[src/rtl/ctx_shadow_pkg.sv]
package ctx_shadow_pkg;
  localparam int STAT_W      = 16;
  localparam int FLAG_C_BIT  = 0;
  localparam int FLAG_Z_BIT  = 1;
  localparam int FLAG_OV_BIT = 2;
  localparam int FLAG_N_BIT  = 3;
  localparam int FLAG_DC_BIT = 8;
  localparam logic [STAT_W-1:0] STAT_SAVE_MASK =
    STAT_W'(( 1 << FLAG_C_BIT) | (1 << FLAG_Z_BIT) | (1 << FLAG_OV_BIT) |
            ( 1 << FLAG_N_BIT) | (1 << FLAG_DC_BIT));
endpackage

[src/rtl/shadow_slot.sv]
module shadow_slot #(
  parameter int         W         = 16,
  parameter logic [W-1:0] SAVE_MASK = '1
) (
  input  logic         clk,
  input  logic         rst,
  input  logic         push,
  input  logic         pop,
  input  logic [W-1:0] host_in,
  output logic [W-1:0] restore_out
);
  logic [W-1:0] shadow_q;

  // Hidden holding register: only masked bits are stored.
  always_ff @(posedge clk) begin
    if (rst)       shadow_q <= '0;
    else if (push) shadow_q <= host_in & SAVE_MASK;
  end

  // Restore register: pop reads the value held before this edge.
  always_ff @(posedge clk) begin
    if (rst)      restore_out <= '0;
    else if (pop) restore_out <= shadow_q | (host_in & ~SAVE_MASK);
  end

  AST_OUT_HOLDS: assert property (@(posedge clk) disable iff (rst)
    !pop |=> $stable(restore_out));
  AST_ROUND_TRIP: assert property (@(posedge clk) disable iff (rst)
    (push && !pop) ##1 (pop && !push) |=>
      ((restore_out & SAVE_MASK) == ($past(host_in, 2) & SAVE_MASK)));
endmodule

[src/rtl/restore_strobe.sv]
module restore_strobe (
  input  logic clk,
  input  logic rst,
  input  logic pop,
  output logic vld
);
  always_ff @(posedge clk) begin
    if (rst) vld <= 1'b0;
    else     vld <= pop;
  end
endmodule

[src/rtl/ctx_shadow_store.sv]
module ctx_shadow_store
  import ctx_shadow_pkg::*;
#(
  parameter int NUM_WREG    = 4,
  parameter int DATA_W      = 16,
  parameter int LOOP_ADDR_W = 24,
  parameter int LOOP_CNT_W  = 14
) (
  input  logic                       clk,
  input  logic                       rst,
  input  logic                       ctx_push,
  input  logic                       ctx_pop,
  input  logic [NUM_WREG*DATA_W-1:0] wreg_in,
  input  logic [STAT_W-1:0]          stat_in,
  input  logic                       loop_push,
  input  logic                       loop_pop,
  input  logic [LOOP_ADDR_W-1:0]     lstart_in,
  input  logic [LOOP_ADDR_W-1:0]     lend_in,
  input  logic [LOOP_CNT_W-1:0]      lcount_in,
  output logic [NUM_WREG*DATA_W-1:0] wreg_out,
  output logic [STAT_W-1:0]          stat_out,
  output logic                       ctx_restore_vld,
  output logic [LOOP_ADDR_W-1:0]     lstart_out,
  output logic [LOOP_ADDR_W-1:0]     lend_out,
  output logic [LOOP_CNT_W-1:0]      lcount_out,
  output logic                       loop_restore_vld
);
  localparam int WBUS_W = NUM_WREG * DATA_W;

  // Context group: working registers, one slot per register.
  for (genvar g = 0; g < NUM_WREG; g++) begin : g_wreg
    shadow_slot #(.W(DATA_W), .SAVE_MASK('1)) u_slot (
      .clk(clk), .rst(rst), .push(ctx_push), .pop(ctx_pop),
      .host_in(wreg_in[g*DATA_W +: DATA_W]),
      .restore_out(wreg_out[g*DATA_W +: DATA_W]));
  end

  // Context group: status word, only the arithmetic flags are shadowed.
  shadow_slot #(.W(STAT_W), .SAVE_MASK(STAT_SAVE_MASK)) u_stat (
    .clk(clk), .rst(rst), .push(ctx_push), .pop(ctx_pop),
    .host_in(stat_in), .restore_out(stat_out));

  restore_strobe u_ctx_vld (
    .clk(clk), .rst(rst), .pop(ctx_pop), .vld(ctx_restore_vld));

  // Loop group: own slots, tied to loop start and loop end.
  shadow_slot #(.W(LOOP_ADDR_W), .SAVE_MASK('1)) u_lstart (
    .clk(clk), .rst(rst), .push(loop_push), .pop(loop_pop),
    .host_in(lstart_in), .restore_out(lstart_out));
  shadow_slot #(.W(LOOP_ADDR_W), .SAVE_MASK('1)) u_lend (
    .clk(clk), .rst(rst), .push(loop_push), .pop(loop_pop),
    .host_in(lend_in), .restore_out(lend_out));
  shadow_slot #(.W(LOOP_CNT_W), .SAVE_MASK('1)) u_lcount (
    .clk(clk), .rst(rst), .push(loop_push), .pop(loop_pop),
    .host_in(lcount_in), .restore_out(lcount_out));

  restore_strobe u_loop_vld (
    .clk(clk), .rst(rst), .pop(loop_pop), .vld(loop_restore_vld));

  AST_CTX_VLD_AFTER_POP: assert property (@(posedge clk) disable iff (rst)
    ctx_pop |=> ctx_restore_vld);
  AST_CTX_VLD_ONLY_POP: assert property (@(posedge clk) disable iff (rst)
    !ctx_pop |=> !ctx_restore_vld);
  AST_LOOP_VLD_AFTER_POP: assert property (@(posedge clk) disable iff (rst)
    loop_pop |=> loop_restore_vld);
  AST_LOOP_VLD_ONLY_POP: assert property (@(posedge clk) disable iff (rst)
    !loop_pop |=> !loop_restore_vld);
  AST_WREG_IGNORES_LOOP: assert property (@(posedge clk) disable iff (rst)
    (loop_pop && !ctx_pop) |=> $stable(wreg_out));
  AST_LOOP_IGNORES_CTX: assert property (@(posedge clk) disable iff (rst)
    (ctx_pop && !loop_pop) |=> $stable(lcount_out));

  logic unused_w;
  assign unused_w = ^WBUS_W;
endmodule

[config.mk]
export PLATFORM = sky130hd
export DESIGN_NAME = ctx_shadow_store
export DESIGN_NICKNAME = d
export VERILOG_FILES = /design/src/rtl/ctx_shadow_pkg.sv /design/src/rtl/shadow_slot.sv /design/src/rtl/restore_strobe.sv /design/src/rtl/ctx_shadow_store.sv
export SDC_FILE = /design/constraint.sdc
export NUM_CORES = 1
export LEC_CHECK = 0
export ABC_AREA = 0
export ABC_CLOCK_PERIOD_IN_PS = 2100
export BUFFER_PORTS_ARGS = -buffer_cell sky130_fd_sc_hd__buf_2
export CAP_MARGIN = 40
export CORE_UTILIZATION = 45
export DETAILED_ROUTE_END_ITERATION = 12
export GPL_TIMING_DRIVEN = 0
export PLACE_DENSITY_LB_ADDON = 0.12
export RECOVER_POWER = 50
export SYNTH_ARGS = -nofsm -noshare
export SYNTH_HDL_FRONTEND = slang
export SYNTH_SLANG_ARGS = --single-unit
export TNS_END_PERCENT = 10
[constraint.sdc]
create_clock -name clk -period 2.1 [get_ports clk]
set_input_delay 0.21 -clock clk [delete_from_list [all_inputs] [get_ports clk]]
set_output_delay 0.21 -clock clk [all_outputs]
set_load 0.005 [all_outputs]
==> reports/metrics.cfg, run 1 <==
[yosys]
synth.yosys.seq_area_share=0.567
postSynthRegisterBits=275
synth_top_area_share=0.567
yosysUniqueCellTypes=9
avgSynthCellArea_sq_um=11.0
synth_top_cell_by_area=dfxtp_1
postSynthCellCount=885
synth.area.top_cells=dfxtp_1 57%, mux2i_1 28%, nor2_1 11%
synth.yosys.warnings=0
syn_nets=1033
synthesis.area_sq_um=9700

[setup_path]
crit_family=flip-flops
critical_path_s_slowest_cell=dfxtp_1
timing.critical_path.from_type=flip-flop
worst-path-max-fanout=2
slowest_delay_ps=340
crit_path_cell_chain=buf_2
critical_path.n_buffers_inverters=1
worstSetupEndpointType=output pin
cp_data_arrival_time_ps=1000
critical_path_required_ps=1890
timing.setup.critical_path_class=flip-flop to output pin

[clock_tree]
clk-insertion-delay-late_ps=520
buffer_cell_driving_the_clock_tree_root=clkbuf_16
tritoncts=built
post_cts_hold_buffer_count=142
cts_resized=0
cts.reportedPaths.clkPinSlew_ps=60
numCtsBuffers=28
cts_htree_levels=1
ctsLongestPathBuffers=3
number_of_setup_buffers_added_after_cts=0
cts.sinks=275

[timing]
fmaxAchievable_mhz=826
finalCritPeriodShare=0.577
setup_repair_after_global_routing_missed_its_margin=no
max-slew-margin-rel=0.574
drv_slew=0
clock-skew-final_ps=13.9
final.min_clock_period_ps=1210
setup_total_negative_slack_ps=0
tightest_slew_ps=640
whs_ps=63.0
timing.final.setup_violations=0
report.final.hold_viol_count=0

[floorplan]
io_pins=292
die_w_um=149
core.rowCount=53
floorplan.die_area_sq_um=22200
placeableCoreArea_sq_um=21100
chipHeight_um=149
floorplan.initialDensity=0.460

[route]
vias=7571
final_antenna_net_count=0
totalWireLength_mm=24.6
first_iter_violations=141
drc_violation_count_after_routing=0
via_per_inst=4.62
drt-pass1-iter-count=4
drt-wirelength-per-cell_um=15.0

[layout]
multi_input_comb_area_sq_um=3770
syn_to_final_growth_pct=42.6
fillers=1720
nNetsFinal=1491
drive_gt1_frac=0.267
register_area_sq_um=5510
fin_cells=1639

[global_routing]
grt_pass1_wl_mm=39.1
groute.layer.met2.usage=0.382
grt_util_met1=0.268
grt_most_used_layer=met2
grt_max_degree=14
first_global_vias=7726
grt_antenna_before_repair=0
grt.overflow.total=0
grtUsageTotal=0.219
groute.layer.met3.usage=0.0606

[worst_hold_path]
worst_hold_path_type=input pin to flip-flop

[status]
outcome=finished clean

[placed_design]
finalWeightedCongestion=0.764
dp.cells=1446
hpwl_mm=16.7
port_buffers=286

[power_and_ir_drop]
leakagePower_nw=6.94
vdd_ir_drop_max_v=0.000572
p_per_area_nw_per_um2=861

[flow_run]
max_cap_viol_count=0

flip-flops by register name, summed over array words and instances, names as in the netlist, 5 cells and up:
register,flops
u_lend.restore_out,24
g_wreg.u_slot.restore_out,64
u_lend.shadow_q,24
u_lcount.restore_out,14
u_lcount.shadow_q,14
u_stat.restore_out,16
u_lstart.restore_out,24
u_lstart.shadow_q,24
u_stat.shadow_q,5
g_wreg.u_slot.shadow_q,64
where the power goes:
part	total [mW]	leakage (nW)	internal [mW]	switching, mW
registers	5.59	2.25	5.47	0.124
logic	1.19	4.20	0.655	0.535
clock network	5.13	0.485	3.16	1.97
total	11.9	6.94	9.28	2.63
path summary, 6_finish.rpt:
check / startpoint / endpoint / slack, ps / cells after the start
max: u_lstart.restore_out[13] / lstart_out[13] / 890 / 1
min: loop_pop / u_lend.restore_out[23] / 60 / 3
max reg2reg: g_wreg[0].u_slot.shadow_q[0] / g_wreg[0].u_slot.restore_out[0] / 1410 / 2
min reg2reg: u_stat.restore_out[15] / u_stat.restore_out[15] / 490 / 2
per-layer routing:
metal / vias to the layer above / part of all wire
li1: 3847 / -
met1: 3499 / 0.44
met2: 203 / 0.48
met3: 22 / 0.074
met4: 0 / 0.013
met5: - / 0
worst min-delay path: cells and delay by family:
kind / cells / cell delay [ps]
mux: 1 / 90
buf+inv: 1 / 170
simple gates: 1 / 70
metrics by stage:
stage | instance area [sq um] | util | power (mW) | worst slack (ps)
6_report | 13800 | 0.656 | 11.9 | 889
5_1_grt | 13800 | 0.656 | 12.4 | 828
4_1_cts | 13900 | 0.658 | 12.0 | 869
3_5_place_dp | 11500 | 0.544 | 6.69 | 890
3_3_place_gp | 11500 | 0.544 | 6.67 | 927
2_1_floorplan | 9700 | - | 6.30 | 1150
cell families after synthesis:
family,Yosys count,share of synthesized area
DFF,275,0.567
and+or+nand+nor,275,0.107
muxes,273,0.282
buffers and inverters,62,0.0440
layout make-up:
class | instances | share of cell area
Tap cell | 275 | 0.0249
Clock inverter | 9 | 0.00868
Clock buffer | 41 | 0.0615
Antenna cell | 1 | 0.000181
Sequential cell | 275 | 0.398
Buffer | 62 | 0.0284
Multi-Input combinational cell | 548 | 0.272
Timing Repair Buffer | 428 | 0.206
synth_stat cells, drive strengths merged:
| cell | count |
|---|---|
| clkbuf | 3 |
| mux2i | 273 |
| buf | 59 |
| nor2 | 273 |
| nor2b | 2 |
| dfxtp | 275 |
layout by cell type (no fill, tap or decap), drive strengths merged:
cell type      n
buf          318
bufinv         3
clkbuf        71
clkinv         6
dfxtp        275
diode          1
dlygate4sd3  142
mux2i        273
nor2         273
nor2b          2
(Power assumes the default switching activity.)
==> run 2: changes to the inputs <==
--- a/config.mk
+++ b/config.mk
@@ -6,7 +6,7 @@
 export NUM_CORES = 1
 export LEC_CHECK = 0
 export ABC_AREA = 0
-export ABC_CLOCK_PERIOD_IN_PS = 2100
+export ABC_CLOCK_PERIOD_IN_PS = 1160
 export BUFFER_PORTS_ARGS = -buffer_cell sky130_fd_sc_hd__buf_2
 export CAP_MARGIN = 40
 export CORE_UTILIZATION = 45
==> constraint.sdc (replaced) <==
create_clock -name clk -period 1.16 [get_ports clk]
set_input_delay 0.116 -clock clk [delete_from_list [all_inputs] [get_ports clk]]
set_output_delay 0.116 -clock clk [all_outputs]
set_load 0.005 [all_outputs]
==> reports/metrics.cfg, run 2 (same netlist as run 1, synthesis figures left out) <==
[status]
outcome=finished clean

[floorplan]
floorplan.initialDensity=0.460
core.rowCount=53
placeableCoreArea_sq_um=21100
die_w_um=149
floorplan.die_area_sq_um=22200
io_pins=292
chipHeight_um=149

[timing]
setup_total_negative_slack_ps=0
whs_ps=87.4
final.min_clock_period_ps=1120
fmaxAchievable_mhz=896
max-slew-margin-rel=0.573
clock-skew-final_ps=14.4
tightest_slew_ps=640
setup_repair_after_global_routing_missed_its_margin=yes
drv_slew=0
finalCritPeriodShare=0.962
worst_setup_slack_after_layout_ps=44.1
report.final.hold_viol_count=0
timing.final.setup_violations=0

[route]
totalWireLength_mm=24.7
drt-pass1-iter-count=4
vias=7617
via_per_inst=4.64
drc_violation_count_after_routing=0
drt-wirelength-per-cell_um=15.1
final_antenna_net_count=0
first_iter_violations=147

[global_routing]
grt_pass1_wl_mm=39.2
first_global_vias=7751
grt_max_degree=14
grt_antenna_before_repair=0
grtUsageTotal=0.220
grt.overflow.total=0

[layout]
final_cell_mix=310 x buf_2, 273 x mux2i_1, 273 x nor2_1
nNetsFinal=1494
largest_registers=g_wreg.u_slot.restore_out x64, g_wreg.u_slot.shadow_q x64
final_design_area_excluding_fillers_sq_um=13900
post-route-util=0.659
drive_gt1_frac=0.287
fin_cells=1642
syn_to_final_growth_pct=43.2
mostFrequentLayoutCell=buf_2

[clock_tree]
buffer_cell_driving_the_clock_tree_root=clkbuf_16
tritoncts=built
ctsLongestPathBuffers=3
numCtsBuffers=28
cts.reportedPaths.clkPinSlew_ps=60
cts_htree_levels=1
cts.sinks=275
clk-insertion-delay-late_ps=530

[power_and_ir_drop]
post-layout-total-power_mw=21.6
leakagePower_nw=7.02
vdd_ir_drop_max_v=0.00104
p_per_area_nw_per_um2=1550

[flow_run]
max_cap_viol_count=0

[worst_hold_path]
whs_path_depth=4
whs_endpoint=g_wreg[1].u_slot.shadow_q[15]
worst_hold_path_type=input pin to flip-flop
min_from=ctx_push

[setup_path]
reg2reg_setup_slack_ps=490
cp.depth=1
critical_path.n_buffers_inverters=1
critical_path_required_ps=1040
worstRegToRegCells=2
r2r_start=g_wreg[0].u_slot.shadow_q[0]
critical_path_s_slowest_cell=dfxtp_1
cp_data_arrival_time_ps=1000
crit_path_cell_chain=buf_2
crit_family=flip-flops
timing.setup.critical_path_class=flip-flop to output pin
worst-path-max-fanout=2
slowest_delay_ps=360
worstSetupEndpointType=output pin
timing.critical_path.from_type=flip-flop
reg_to_reg_endpoint=g_wreg[0].u_slot.restore_out[0]

[placed_design]
hpwl_mm=16.7
dp.cells=1446
port_buffers=286
placedInstanceArea_sq_um=11500
post-place-ws_ps=43.9
finalWeightedCongestion=0.764

## run 2: timing repair
action / 4_1_cts / 5_1_grt
hold endpoints to repair: 146 / 0
gates resized for setup: 0 / 6
setup endpoints to repair: 0 / 6
setup buffers: 0 / 0
hold buffers: 145 / 0
## run 2: cell type report
type                            count  area [sq um]
Clock inverter                      9           120
Antenna cell                        1          2.50
Fill cell                        1715          7200
Clock buffer                       41           851
Sequential cell                   275          5510
Tap cell                          275           344
Buffer                             62           399
Multi-Input combinational cell    548          3770
Timing Repair Buffer              431          2890
## run 2: worst max-delay path by stage
stage	startpoint	end	slack [ps]
after floorplan	ctx_push	g_wreg[0].u_slot.shadow_q[10]	300
after global placement	rst	g_wreg[0].u_slot.shadow_q[2]	80
after detailed placement	rst	g_wreg[0].u_slot.shadow_q[7]	40
after CTS	u_lend.restore_out[23]	lend_out[23]	20
after global routing	g_wreg[0].u_slot.restore_out[14]	wreg_out[14]	-2
final	g_wreg[3].u_slot.restore_out[6]	wreg_out[54]	40
## run 2: metal layers
layer | vias to the layer above | share of wire | wire (um) | GRT usage
li1 | 3851 | - | - | -
met1 | 3522 | 0.43 | 10700 | 0.268
met3 | 28 | 0.075 | 1860 | 0.0606
met4 | 0 | 0.016 | 399 | 0.0551
met5 | - | 0 | 0 | 0
met2 | 216 | 0.47 | 11700 | 0.381
## run 2: power breakdown
part / internal, mW / switching, mW / total, mW
clock network: 5.71 / 3.57 / 9.29
registers: 9.90 / 0.224 / 10.1
logic: 1.20 / 0.970 / 2.17
total: 16.8 / 4.77 / 21.6
